File: src/rtl/host_addr_map.sv
module host_addr_map #(
  parameter int NUM_BANKS = 4,
  parameter int VEC_W = 8,
  localparam int BANK_W = (NUM_BANKS > 1) ? $clog2(NUM_BANKS) : 1,
  localparam int MB_W = 12
) (
  input  logic                      clk,
  input  logic                      rst_n,
  input  logic                      req_valid,
  input  logic                      req_write,
  input  logic [2:0]                req_bytes,
  input  logic [31:0]               req_addr,
  input  logic [31:0]               req_wdata,
  input  logic [NUM_BANKS*MB_W-1:0] bank_base,
  input  logic [NUM_BANKS*MB_W-1:0] bank_limit,
  input  logic [NUM_BANKS-1:0]      bank_enable,
  input  logic [VEC_W-1:0]          intack_vec,
  input  logic [31:0]               dram_rdata,
  input  logic [31:0]               rom_rdata,
  input  logic [31:0]               pci_rdata,
  output logic [2:0]                tgt_sel,
  output logic [31:0]               tgt_addr,
  output logic [BANK_W-1:0]         tgt_bank,
  output logic                      tgt_wr,
  output logic [31:0]               rsp_rdata,
  output logic [31:0]               cfg_addr,
  input  logic [1:0]                irq_pin,
  input  logic [4:0]                irq_dev,
  output logic                      irq_out
);
  localparam logic [2:0] T_NONE = 3'd0, T_DRAM = 3'd1, T_ROM = 3'd2, T_IO = 3'd3,
                         T_MEM = 3'd4, T_ACK = 3'd5, T_CFGI = 3'd6, T_CFGD = 3'd7;
  localparam logic [31:0] IO_BASE = 32'h8000_0000, MEM_BASE = 32'hC000_0000;
  localparam logic [31:0] IO_SIZE = 32'h3F80_0000, MEM_SIZE = 32'h3F00_0000;

  logic [MB_W-1:0] mb;
  logic [31:0] io_off, mem_off;
  logic hit_rom, hit_ack, hit_mem, hit_io;

  assign mb      = req_addr[31:20];
  assign io_off  = req_addr - IO_BASE;
  assign mem_off = req_addr - MEM_BASE;
  assign hit_rom = mb == 12'hFFF;
  assign hit_ack = req_addr[31:4] == 28'hBFF_FFFF;
  assign hit_mem = req_addr[31:30] == 2'b11 && req_addr[31:24] != 8'hFF;
  assign hit_io  = req_addr[31:30] == 2'b10 && req_addr[31:23] != 9'b1011_1111_1;

  logic bank_hit;
  logic [BANK_W-1:0] bank_idx;
  logic [MB_W-1:0] bank_sel_base;

  always_comb begin
    bank_hit = 1'b0;
    bank_idx = '0;
    bank_sel_base = '0;
    for (int i = NUM_BANKS - 1; i >= 0; i--) begin
      if (bank_enable[i] && bank_base[i*MB_W +: MB_W] <= mb && mb <= bank_limit[i*MB_W +: MB_W]) begin
        bank_hit = 1'b1;
        bank_idx = i[BANK_W-1:0];
        bank_sel_base = bank_base[i*MB_W +: MB_W];
      end
    end
  end

  always_comb begin
    tgt_sel = T_NONE;
    tgt_addr = '0;
    tgt_bank = '0;
    if (!req_valid) begin
      tgt_sel = T_NONE;
    end else if (hit_rom) begin
      tgt_sel = T_ROM;
      tgt_addr = {12'h000, req_addr[19:0]};
    end else if (hit_ack) begin
      if (req_bytes == 3'd1) begin
        tgt_sel = T_ACK;
        tgt_addr = {28'h0, req_addr[3:0]};
      end
    end else if (hit_mem) begin
      tgt_sel = T_MEM;
      tgt_addr = mem_off;
    end else if (hit_io) begin
      if (io_off[31:2] == 30'h33E) begin
        tgt_sel = T_CFGI;
        tgt_addr = {30'h0, req_addr[1:0]};
      end else if (io_off[31:2] == 30'h33F) begin
        tgt_sel = T_CFGD;
        tgt_addr = {cfg_addr[31:2], req_addr[1:0]};
      end else begin
        tgt_sel = T_IO;
        tgt_addr = io_off;
      end
    end else if (bank_hit) begin
      tgt_sel = T_DRAM;
      tgt_addr = req_addr - {bank_sel_base, 20'h0};
      tgt_bank = bank_idx;
    end
  end

  assign tgt_wr = req_valid && req_write &&
                  (tgt_sel == T_DRAM || tgt_sel == T_IO || tgt_sel == T_MEM || tgt_sel == T_CFGD);

  always_comb begin
    rsp_rdata = '0;
    if (req_valid && !req_write) begin
      case (tgt_sel)
        T_DRAM: rsp_rdata = dram_rdata;
        T_ROM:  rsp_rdata = rom_rdata;
        T_IO, T_MEM, T_CFGD: rsp_rdata = pci_rdata;
        T_ACK:  rsp_rdata = {{(32-VEC_W){1'b0}}, intack_vec};
        T_CFGI: rsp_rdata = cfg_addr >> {req_addr[1:0], 3'b000};
        default: rsp_rdata = '0;
      endcase
    end
  end

  logic cfg_we;
  logic [7:0] lane_mask;
  logic [31:0] wsh;
  assign cfg_we = req_valid && req_write && tgt_sel == T_CFGI;
  assign lane_mask = ((8'd1 << req_bytes) - 8'd1) << req_addr[1:0];
  assign wsh = req_wdata << {req_addr[1:0], 3'b000};

  always_ff @(posedge clk or negedge rst_n) begin
    if (!rst_n) begin
      cfg_addr <= '0;
    end else if (cfg_we) begin
      for (int j = 0; j < 4; j++) begin
        if (lane_mask[j]) cfg_addr[8*j +: 8] <= wsh[8*j +: 8];
      end
    end
  end

  logic [5:0] irq_sum;
  assign irq_sum = {4'b0, irq_pin} + {1'b0, irq_dev};
  assign irq_out = irq_sum[0];

  AST_ROM_NO_WRITE: assert property (@(posedge clk) disable iff (!rst_n)
    tgt_sel == T_ROM |-> !tgt_wr);
  AST_ACK_ONE_BYTE: assert property (@(posedge clk) disable iff (!rst_n)
    tgt_sel == T_ACK |-> req_bytes == 3'd1 && !tgt_wr);
  AST_MEM_INSIDE: assert property (@(posedge clk) disable iff (!rst_n)
    tgt_sel == T_MEM |-> tgt_addr < MEM_SIZE);
  AST_IO_INSIDE: assert property (@(posedge clk) disable iff (!rst_n)
    tgt_sel == T_IO |-> tgt_addr < IO_SIZE);
  AST_CFG_HOLD: assert property (@(posedge clk) disable iff (!rst_n)
    !cfg_we |=> $stable(cfg_addr));
  AST_BANK_LIVE: assert property (@(posedge clk) disable iff (!rst_n)
    tgt_sel == T_DRAM |-> bank_enable[tgt_bank]);
  AST_SINK_QUIET: assert property (@(posedge clk) disable iff (!rst_n)
    tgt_sel == T_NONE |-> rsp_rdata == 32'h0 && !tgt_wr && tgt_addr == 32'h0);
  AST_IDLE_QUIET: assert property (@(posedge clk) disable iff (!rst_n)
    !req_valid |-> tgt_sel == T_NONE && !tgt_wr && rsp_rdata == 32'h0);
endmodule

File: config.mk
export PLATFORM = sky130hd
export DESIGN_NAME = host_addr_map
export DESIGN_NICKNAME = d
export VERILOG_FILES = /design/src/rtl/host_addr_map.sv
export SDC_FILE = /design/constraint.sdc
export NUM_CORES = 1
export LEC_CHECK = 0
export ABC_AREA = 1
export BUFFER_PORTS_ARGS = -buffer_cell sky130_fd_sc_hd__clkbuf_2
export CAP_MARGIN = 20
export CORE_UTILIZATION = 35
export CTS_BUF_LIST = sky130_fd_sc_hd__clkbuf_4 sky130_fd_sc_hd__clkbuf_8
export DETAILED_ROUTE_END_ITERATION = 12
export HOLD_SLACK_MARGIN = 0.08
export PLACE_DENSITY = 0.6
export SLEW_MARGIN = 20
export SYNTH_ARGS = -nofsm -noshare
export SYNTH_HDL_FRONTEND = slang
export SYNTH_SLANG_ARGS = --single-unit
File: constraint.sdc
create_clock -name clk -period 5.55 [get_ports clk]
set_input_delay 0.2775 -clock clk [delete_from_list [all_inputs] [get_ports clk]]
set_output_delay 0.2775 -clock clk [all_outputs]
set_load 0.03 [all_outputs]
==> results of run 1 <==
metal layers:
| layer | global-route usage (%) | up-vias |
|---|---|---|
| li1 | - | 5565 |
| met1 | 35.8 | 4980 |
| met2 | 49.3 | 485 |
| met3 | 4.24 | 62 |
| met4 | 8.92 | 2 |
| met5 | 0 | - |
final timing paths:
check	startpoint	end	slack, ps	depth (start not counted)
max	req_addr[27]	tgt_addr[30]	500	25
min	rst_n	cfg_addr[14]	70	1
max reg2reg	cfg_addr[29]	cfg_addr[29]	4660	2
min reg2reg	cfg_addr[7]	cfg_addr[7]	550	2
max in group asynchronous	rst_n	cfg_addr[24]	4970	1
min in group clk	req_wdata[7]	cfg_addr[7]	340	5
layout by cell type, fill, tap and decap left out, drive strengths merged, types with 3 or more instances in the layout:
cell | Yosys | routed
a31oi | 8 | 8
buf | 31 | 26
a22oi | 6 | 6
o221ai | 6 | 6
a211oi | 9 | 9
o21ai | 146 | 146
nand3 | 100 | 100
nor4 | 9 | 9
mux2i | 3 | 3
or2 | 9 | 9
a2bb2oi | 9 | 9
ha | 109 | 109
dfrtp | 32 | 32
nor3 | 17 | 17
nand2 | 283 | 283
a221oi | 13 | 13
o211ai | 34 | 34
a21oi | 94 | 94
and2 | 6 | 6
nand4 | 65 | 65
a21o | 6 | 6
xor2 | 7 | 7
inv | 202 | 202
clkbuf | 44 | 385
nor2 | 174 | 174
layout make-up:
type	count	area [um2]
Sequential cell	32	801
Multi-Input combinational cell	1126	6540
Tap cell	319	399
Antenna cell	2	5.00
Clock buffer	6	76.3
Fill cell	2613	12800
Clock inverter	2	35.0
Inverter	203	762
Timing Repair Buffer	405	2090
logic make-up (layout without fill, tap and decap cells):
| kind of cell | count (synthesis) | after routing |
|---|---|---|
| other | 0 | 2 |
| flip-flops | 32 | 32 |
| AND/OR/NAND/NOR | 667 | 667 |
| buffers and inverters | 278 | 616 |
| XOR/XNOR | 7 | 7 |
| multiplexers | 3 | 3 |
| AO/OA/AOI/OAI | 339 | 339 |
| adder cells (fa/ha/maj) | 110 | 110 |
through the flow:
stage	instance area, um2	worst slack (ps)	total power, mW	hold slack, ps
after detailed placement	10600	583	1.26	399
after floorplan	8450	1020	0.907	-18.1
after global placement	10600	653	1.25	394
final	10700	495	1.50	67.6
after global routing	10700	224	1.62	137
after CTS	10700	565	1.49	91.2
power groups by stage:
stage | clock network, mW | logic, mW | registers, mW
after global placement | 0 | 0.985 | 0.267
after floorplan | 0 | 0.633 | 0.274
after detailed placement | 0 | 0.994 | 0.267
final | 0.231 | 1.00 | 0.263
after CTS | 0.229 | 0.998 | 0.262
after global routing | 0.239 | 1.11 | 0.263
==> results.md, run 1 <==
* Total Die Area at 24800 um2
* Half-perimeter wire length after placement at 30.6 mm
* Sw Ratio at approximately half
* Post-CTS sizing at 0
* Gpl congestion at between 0.9 and 1
* TritonCTS clock tree: done
* Library cells used by synthesis at 53
* Post-synth top flop: dfrtp_1
* Largest net degree at the start of global routing at slightly below 100
* Final period util at 91.1%
* Minimum clock period at 5050 ps
* Biggest regs: cfg_addr x32
* Max FFs per register at 32
* Slew @ Worst Pin at 1100 ps
* Peak supply drop at slightly above 0.08 mV
* Area delta synth->final at 26.7%
* Seq cells post-synth at 32
* Final design utilization at ~45%
* Dpl cells at around 2100
* CP delay by family, top: compound AO/OA/AOI/OAI gates
* Synth area leaders: ha_1, nand2_1, dfrtp_1
* Outcome: completed
* Final Net Count at 2165
* CP Buf/Inv Count at 6
* Largest family of logic cells by synthesized area: simple AND/OR/NAND/NOR gates
* Simple-gate share of the synthesized area at between 30% and 40%
* Cts hold-fix bufs at 0
* First-pass GRT wire length at between 50 and 60 mm
* Startpoint types: input port
* Postcts setup bufs at 0
* Final Setup Violations at 0
* Count leader, synth: nand2_1
* Final Non-Filler Cells at 2095
* Wire per inst at 17.7 um
* I/O pin total at 385
* Worst Path Required at 5270 ps
* Worst-path clk slew at about 70 ps
* Hold Vio Cnt, Final at 0
* Initial antenna violation count at 2
* Post-synth ARST share at 100%
* Adder-Cell Fraction of Synth Area at 16.4%
* Drt initial violations at 925
* Logic pwr share at 67.0%
* Die width at 157 um
* Seq/Total Area, Yosys at a little under a tenth
* Crit-path slowest cell: fa_1
* RSZ-0062 raised after global routing: no
* Number of port buffers at 379
* XOR/XNOR Fraction of Synth Area at less than 1%
* Post-Route WL at 37.1 mm
* Max-slew headroom at approximately a quarter
* Mean Syn Cell Area at 5.89 um2
* Vias per cell at between 5 and 6
* Sw power at 0.759 mW
* Clock skew at 0 ps
* Final Max Tran Viols at 0
* Highest Signal Layer: met5
* Setup TNS Final at 0 ps
* Core ar. at 23500 um2
* CTS Root Cell: clkbuf_8
* Type of the most critical hold path: in -> async
* Post-synthesis mux area share at 0.355%
* FMAX at slightly below 200 MHz
* Biggest register: cfg_addr
* Antenna-violating nets left at 0
* Met1 WL at around 16 mm
* Vias in the first global route at a little under 10000
* TritonRoute pass-1 iters at 5
* Pint at 0.739 mW
* Worst setup EP type: output port
* Remaining global-route overflow at 0
* DRC Markers at 0
* Gr usage total at between 20% and 30%
* Clk buf depth at 2
* Max-cap viol count at 0
* Delay of the slowest cell on the worst path at 410 ps
* Clock share of power at 15.4%
* Layout cells sized above 1 at between 20% and 30%
* CTS sink cnt at 32
* Number of synthesized flops with an enable pin at 0
* Die Height at 157 um
* Clock buffers created by TritonCTS at 5
* Cell area power density at between 100 and 150 nW/um2
* Critical path arrival at around 4800 ps
* Post-synth top area cell: ha_1
* Share of power burned in registers at ~18%
* Critical Setup Path Class: in -> out
* Initial Util at 35.9%
* # H-tree levels at 2
* Via count at 11100
* Worst-Skew Late Latency at ~290 ps
* Row count at 56
* Synth top area share at 16.1%
* Crit path max fanout at 12
* Top cells by count, synth: nand2_1, inv_1, nor2_1, o21ai_0, ha_1
* Netlist Area Pre-Place at 8450 um2
* Ys Warns at 0
* Post-synthesis cell count at 1436
* Synth Area in Compound Gates at 23.9%
* DR WL met2 at between 15 and 20 mm
* Wire length on met3 at 2.72 mm
* Pleak at just over 6 nW
* Post-Syn Nets at 1828
Note: power is estimated with default switching activity, not from simulation.
==> run 2: changes to the inputs <==
==> constraint.sdc (replaced) <==
create_clock -name clk -period 5.23 [get_ports clk]
set_input_delay 0.2615 -clock clk [delete_from_list [all_inputs] [get_ports clk]]
set_output_delay 0.2615 -clock clk [all_outputs]
set_load 0.03 [all_outputs]
==> run 2 against run 1 <==
Utilization rose by 0.49 points. Final area rose by 1.1%. Global-route usage rose by 0.83 points. Hold slack improved by 250 ps. Non-clock buffer count rose by 16. Routed wire length rose by 0.97%. Combinational power rose by 9%. Clock-buffer cell count did not move. Largest power group unchanged. Highest routed layer is now met4.
==> results.md, run 2 (synthesis gave the netlist of run 1 again) <==
* Critical Setup Path Class: in -> out (unchanged)
* First-pass GRT wire length at 55.4 mm (was 53.9 mm)
* Slew @ Worst Pin at 1060 ps (was 1100 ps)
* CTS Root Cell: clkbuf_8 (unchanged)
* Post-Route WL at 37.4 mm (was 37.1 mm)
* Final Net Count at 2181 (was 2165)
* Biggest regs: cfg_addr x32 (unchanged)
* Origin of the critical flop-to-flop path: cfg_addr[28] (was cfg_addr[29])
* Initial antenna violation count at 1 (was 2)
* TritonCTS clock tree: done (unchanged)
* Logic pwr share at 69.4% (was 67.0%)
* Clk buf depth at 2 (unchanged)
* Sw Ratio at 51.7% (was 50.7%)
* Hold Crit Endpoint: cfg_addr[1]
* FMAX at 211 MHz
* Total chip power at 1.58 mW (was 1.50 mW)
* Biggest register: cfg_addr (unchanged)
* Clock share of power at 12.9% (was 15.4%)
* I/O pin total at 385 (unchanged)
* Worst Path Required at 4970 ps (was 5270 ps)
* Worst-path clk slew at 70 ps (about the same)
* Final period util at 90.6%
* Max FFs per register at 32 (unchanged)
* Total Die Area at 24800 um2 (unchanged)
* # H-tree levels at 2 (unchanged)
* Antenna-violating nets left at 0 (unchanged)
* DRC Markers at 0 (unchanged)
* Wire per inst at 17.7 um (about the same)
* Max-cap viol count at 0 (unchanged)
* Largest net degree at the start of global routing at 97 (was 98)
* Area delta synth->final at 28.1% (was 26.7%)
* Crit-path slowest cell: o21ai_0 (was fa_1)
* Worst setup EP type: output port (unchanged)
* Most frequent cells in the layout: clkbuf_2, nand2_1, inv_1, nor2_1, o21ai_0 (unchanged)
* Share of power burned in registers at 17.7% (was 17.6%)
* Startpoint types: input port (unchanged)
* Pint at 0.761 mW (was 0.739 mW)
* Layout cells sized above 1 at 27.4% (was 26.7%)
* Drt initial violations at 855 (was 925)
* Via count at 11200 (was 11100)
* Critical path arrival at 4470 ps (was 4780 ps)
* Hold Crit Start: req_wdata[1]
* Type of the most critical hold path: in -> reg (was in -> async)
* Minimum clock period at between 4000 and 5000 ps
* Remaining global-route overflow at 0 (unchanged)
* Worst r2r path cells at 2 (unchanged)
* Die Height at 157 um (unchanged)
* Worst-Skew Late Latency at 300 ps (was 290 ps)
* Max-slew headroom at 29.0% (was 26.7%)
* Sw power at 0.814 mW (was 0.759 mW)
* Hold Slack at 317 ps (was 67.6 ps)
* Number of port buffers at 379 (unchanged)
* Peak supply drop at 0.100 mV (was 0.0809 mV)
* Pleak at 6.16 nW (was 6.09 nW)
* Final Max Tran Viols at 0 (unchanged)
* TritonRoute pass-1 iters at 6 (was 5)
* Commonest non-fill, non-tap cell in the layout: clkbuf_2 (unchanged)
* Initial Util at 35.9% (unchanged)
* Final design utilization at 46.0% (was 45.5%)
* Postcts setup bufs at 0 (unchanged)
* Clock skew at 0 ps (unchanged)
* Worst reg2reg setup slack at 4320 ps (was 4660 ps)
* Final Setup Violations at 0 (unchanged)
* Vias in the first global route at 10200 (was 9892)
* Hold Vio Cnt, Final at 0 (unchanged)
* Min-Delay Path Depth at 5
* Die width at 157 um (unchanged)
* Gpl congestion at 0.926 (was 0.931)
* # fillers at 2636 (was 2613)
* RSZ-0062 raised after global routing: no (unchanged)
* Crit path max fanout at 6 (was 12)
* Clock buffers created by TritonCTS at 5 (unchanged)
* Half-perimeter wire length after placement at 31.2 mm (was 30.6 mm)
* Outcome: completed (unchanged)
* Setup TNS Final at 0 ps (unchanged)
* Delay of the slowest cell on the worst path at 400 ps (was 410 ps)
* Row count at 56 (unchanged)
* Gr usage total at 29.2% (was 28.4%)
* Vias per cell at 5.32 (was 5.30)
* Reg2reg end: cfg_addr[28] (was cfg_addr[29])
* Core ar. at 23500 um2 (unchanged)
* Register area at 801 um2 (unchanged)
* Cell area power density at 146 nW/um2 (was 140 nW/um2)
* Multi-input logic area at 6550 um2 (was 6540 um2)
* CTS sink cnt at 32 (unchanged)
==> run 2: worst max-delay path by stage <==
stage / from / to / cells after the start
floorplan: req_addr[21] / tgt_addr[30] / 25
global placement: req_addr[31] / tgt_addr[30] / 25
detailed placement: req_addr[31] / tgt_addr[30] / 25
CTS: req_addr[31] / tgt_addr[30] / 25
global route: req_addr[31] / tgt_addr[30] / 25
finish: req_addr[31] / tgt_addr[31] / 29
==> run 2: routing by layer <==
metal | share of wire [%] | GRT usage (%) | vias to the layer above
li1 | - | - | 5607
met1 | 43 | 37.4 | 5038
met2 | 47 | 49.3 | 508
met3 | 7.6 | 3.99 | 70
met4 | 3.2 | 11.3 | 0
met5 | 0 | 0 | -
==> run 2: cell type report <==
type | count | share of cell area (%)
Tap cell | 319 | 3.69
Sequential cell | 32 | 7.40
Timing Repair Buffer | 421 | 20.5
Inverter | 203 | 7.04
Antenna cell | 2 | 0.0462
Clock inverter | 2 | 0.0925
Clock buffer | 6 | 0.763
Multi-Input combinational cell | 1126 | 60.5
==> run 2: power groups by stage <==
stage / Combinational, mW / Clock (mW) / Sequential (mW)
floorplan: 0.672 / 0 / 0.291
global placement: 1.07 / 0 / 0.284
detailed placement: 1.08 / 0 / 0.283
CTS: 1.09 / 0.203 / 0.279
global route: 1.22 / 0.213 / 0.279
finish: 1.09 / 0.203 / 0.279
==> run 2: critical path, delay by kind of cell <==
family                     cells  cell delay, ps
buffers and inverters          6             960
adders and majority gates      2             630
and+or+nand+nor               16            1630
AOI/OAI and AO/OA              5            1000
==> run 2: repair_timing <==
item	4_1_cts	5_1_grt
endpoints found under the hold margin	14	0
resized for setup	0	4
endpoints found under the setup margin	0	1
hold buffers	1	0
==> run 2: stage by stage <==
stage / instances / area (um2) / worst slack [ps]
detailed placement: 2100 / 10700 / 321
floorplan: 1436 / 8450 / 728
finish: 2111 / 10800 / 494
global placement: 2100 / 10700 / 355
global route: 2110 / 10800 / 17.1
CTS: 2109 / 10800 / 296
==> run 3: changes to the inputs <==
--- a/config.mk
+++ b/config.mk
@@ -8,6 +8,7 @@
 export ABC_AREA = 1
 export BUFFER_PORTS_ARGS = -buffer_cell sky130_fd_sc_hd__clkbuf_2
 export CAP_MARGIN = 20
+export CORE_ASPECT_RATIO = 1.1
 export CORE_UTILIZATION = 35
 export CTS_BUF_LIST = sky130_fd_sc_hd__clkbuf_4 sky130_fd_sc_hd__clkbuf_8
 export DETAILED_ROUTE_END_ITERATION = 12
==> run 3 against run 2 <==
Routed wire length fell by 0.28%. Cell count fell by 1.2%. First-iteration DRC count fell by 16%. Hold slack improved by 38 ps. Via count fell by 0.65%.
==> results.md, run 3 (synthesis gave the netlist of run 1 again) <==
* Max FFs per register at 32 (unchanged)
* CP Buf/Inv Count at 6 (unchanged)
* Final Max Tran Viols at 0 (unchanged)
* DR WL met2 at 18.1 mm (was 17.4 mm)
* Most frequent cells in the layout: clkbuf_2, nand2_1, inv_1, nor2_1, o21ai_0 (unchanged)
* Max-cap viol count at 0 (unchanged)
* Dpl ws at 341 ps (was 321 ps)
* Origin of the critical flop-to-flop path: cfg_addr[31] (was cfg_addr[28])
* Placed Instance Area at 10600 um2 (was 10700 um2)
* Row count at 59 (was 56)
* Worst r2r path cells at 2 (unchanged)
* Wire length on met3 at 2.52 mm (was 2.85 mm)
* Post-Route WL at 37.3 mm (was 37.4 mm)
* Final Net Count at 2170 (was 2181)
* Area delta synth->final at 27.3% (was 28.1%)
* Biggest regs: cfg_addr x32 (unchanged)
* Gr usage total at 28.9% (was 29.2%)
* Register area at 801 um2 (unchanged)
* Initial Util at 35.7% (was 35.9%)
* Total chip power at 1.61 mW (was 1.58 mW)
* Crit-path slowest cell: o21ai_0 (unchanged)
* Final Setup Violations at 0 (unchanged)
* Vias per cell at 5.35 (was 5.32)
* Worst-path clk slew at 70 ps (about the same)
* Wire per inst at 17.9 um (was 17.7 um)
* CP delay by family, top: simple AND/OR/NAND/NOR gates (unchanged)
* Remaining global-route overflow at 0 (unchanged)
* RSZ-0062 raised after global routing: no (unchanged)
* Startpoint types: input port (unchanged)
* Hold Vio Cnt, Final at 0 (unchanged)
* Final design utilization at 45.4% (was 46.0%)
* Delay of the slowest cell on the worst path at 390 ps (was 400 ps)
* Design Area, Final at 10800 um2 (about the same)
* I/O pin total at 385 (unchanged)
* Biggest register: cfg_addr (unchanged)
* Reg2reg end: cfg_addr[31] (was cfg_addr[28])
* Gpl congestion at 1.01 (was 0.926)
* Worst setup EP type: output port (unchanged)
* Layout cells sized above 1 at 26.8% (was 27.4%)
* Clock buffers created by TritonCTS at 5 (unchanged)
* DRC Markers at 0 (unchanged)
* TritonCTS clock tree: done (unchanged)
* Largest net degree at the start of global routing at 97 (unchanged)
* Peak supply drop at 0.106 mV (was 0.100 mV)
* Worst path most repeated cell: nor2_1
* Highest Signal Layer: met4 (unchanged)
* Max-slew headroom at 27.1% (was 29.0%)
* CTS sink cnt at 32 (unchanged)
* Outcome: completed (unchanged)
* # H-tree levels at 2 (unchanged)
* Via count at 11200 (about the same)
* Crit path max fanout at 8 (was 6)
* TritonRoute pass-1 iters at 7 (was 6)
* Final worst setup slack at 331 ps (was 494 ps)
* Worst-Skew Late Latency at 270 ps (was 300 ps)
* First-pass GRT wire length at 54.8 mm (was 55.4 mm)
* FMAX at 204 MHz (was 211 MHz)
* CTS Root Cell: clkbuf_8 (unchanged)
* Half-perimeter wire length after placement at 31.8 mm (was 31.2 mm)
* Setup TNS Final at 0 ps (unchanged)
* Critical Setup Path Class: in -> out (unchanged)
* Vias in the first global route at 10100 (was 10200)
* Antenna-violating nets left at 0 (unchanged)
* Cell area power density at 150 nW/um2 (was 146 nW/um2)
* Die Height at 165 um (was 157 um)
* Worst Path Required at 4970 ps (about the same)
* Die width at 150 um (was 157 um)
* Final period util at 93.7% (was 90.6%)
* Pleak at 6.12 nW (was 6.16 nW)
* Clock skew at 0 ps (unchanged)
* Hold Crit Endpoint: cfg_addr[6] (was cfg_addr[1])
* Multi-input logic area at 6540 um2 (was 6550 um2)
* Number of port buffers at 379 (unchanged)
* Core ar. at 23700 um2 (was 23500 um2)
* Slew @ Worst Pin at 1090 ps (was 1060 ps)
* Type of the most critical hold path: in -> reg (unchanged)
* Minimum clock period at 4900 ps (was 4740 ps)
* # fillers at 2614 (was 2636)
* Met1 WL at 15.2 mm (was 16.0 mm)
* Min-Delay Path Depth at 5 (unchanged)
* Hold Crit Start: req_wdata[6] (was req_wdata[1])
* Initial antenna violation count at 2 (was 1)
* Total Die Area at 24800 um2 (about the same)
* Worst reg2reg setup slack at 4320 ps (about the same)
* Commonest non-fill, non-tap cell in the layout: clkbuf_2 (unchanged)
* Critical path arrival at 4640 ps (was 4470 ps)
* Drt initial violations at 718 (was 855)
* Clk buf depth at 2 (unchanged)
[run 3: cell count changes in the layout (fill, tap and decap cells not counted), sizes merged]
| cell | delta |
|---|---|
| buf | -11 |
| clkinv | -2 |
| bufinv | +1 |
| clkbuf | +1 |
[run 3: layout make-up]
cell class,count,area share (%)
tap,305,3.55
timing repair buffer,410,19.9
clock buffer,7,0.895
sequential,32,7.44
multi-input combinational,1126,60.8
inverter,203,7.08
clock inverter,1,0.279
antenna,2,0.0465
[run 3: where the power goes]
group          switching, mW  internal, mW
Clock                 0.0878         0.168
Combinational          0.688         0.389
Sequential            0.0228         0.257
[run 3: timing repair]
item / 4_1_cts / 5_1_grt
buffers inserted: 0 / 0
endpoints found under the hold margin: 9 / 0
gates resized for setup: 0 / 1
hold buffers: 1 / 0
setup endpoints to repair: 0 / 1
[run 3: worst min-delay path, delay by kind of cell]
family / cells / cell delay [ps]
buffers and inverters: 2 / 140
and+or+nand+nor: 3 / 210
[run 3: worst max path at each step]
stage	startpoint	end	slack, ps	cells past startpoint
2_1_floorplan	req_addr[21]	tgt_addr[30]	730	25
3_3_place_gp	req_addr[27]	tgt_addr[30]	370	25
3_5_place_dp	req_addr[27]	tgt_addr[30]	340	25
4_1_cts	req_addr[27]	tgt_addr[30]	330	25
5_1_grt	req_addr[27]	tgt_addr[31]	80	27
6_report	req_addr[27]	tgt_addr[31]	330	28
[run 3: per-layer routing]
metal	vias to the layer above	global-route usage (%)
li1	5574	-
met3	85	4.48
met1	5039	34.6
met2	452	51.1
met5	-	0
met4	0	11.8
[run 3: metrics by stage]
| stage | cells | hold slack [ps] |
|---|---|---|
| 2_1_floorplan | 1436 | -34.1 |
| 3_5_place_dp | 2075 | 381 |
| 5_1_grt | 2086 | 367 |
| 6_report | 2086 | 355 |
| 4_1_cts | 2084 | 360 |
| 3_3_place_gp | 2075 | 396 |
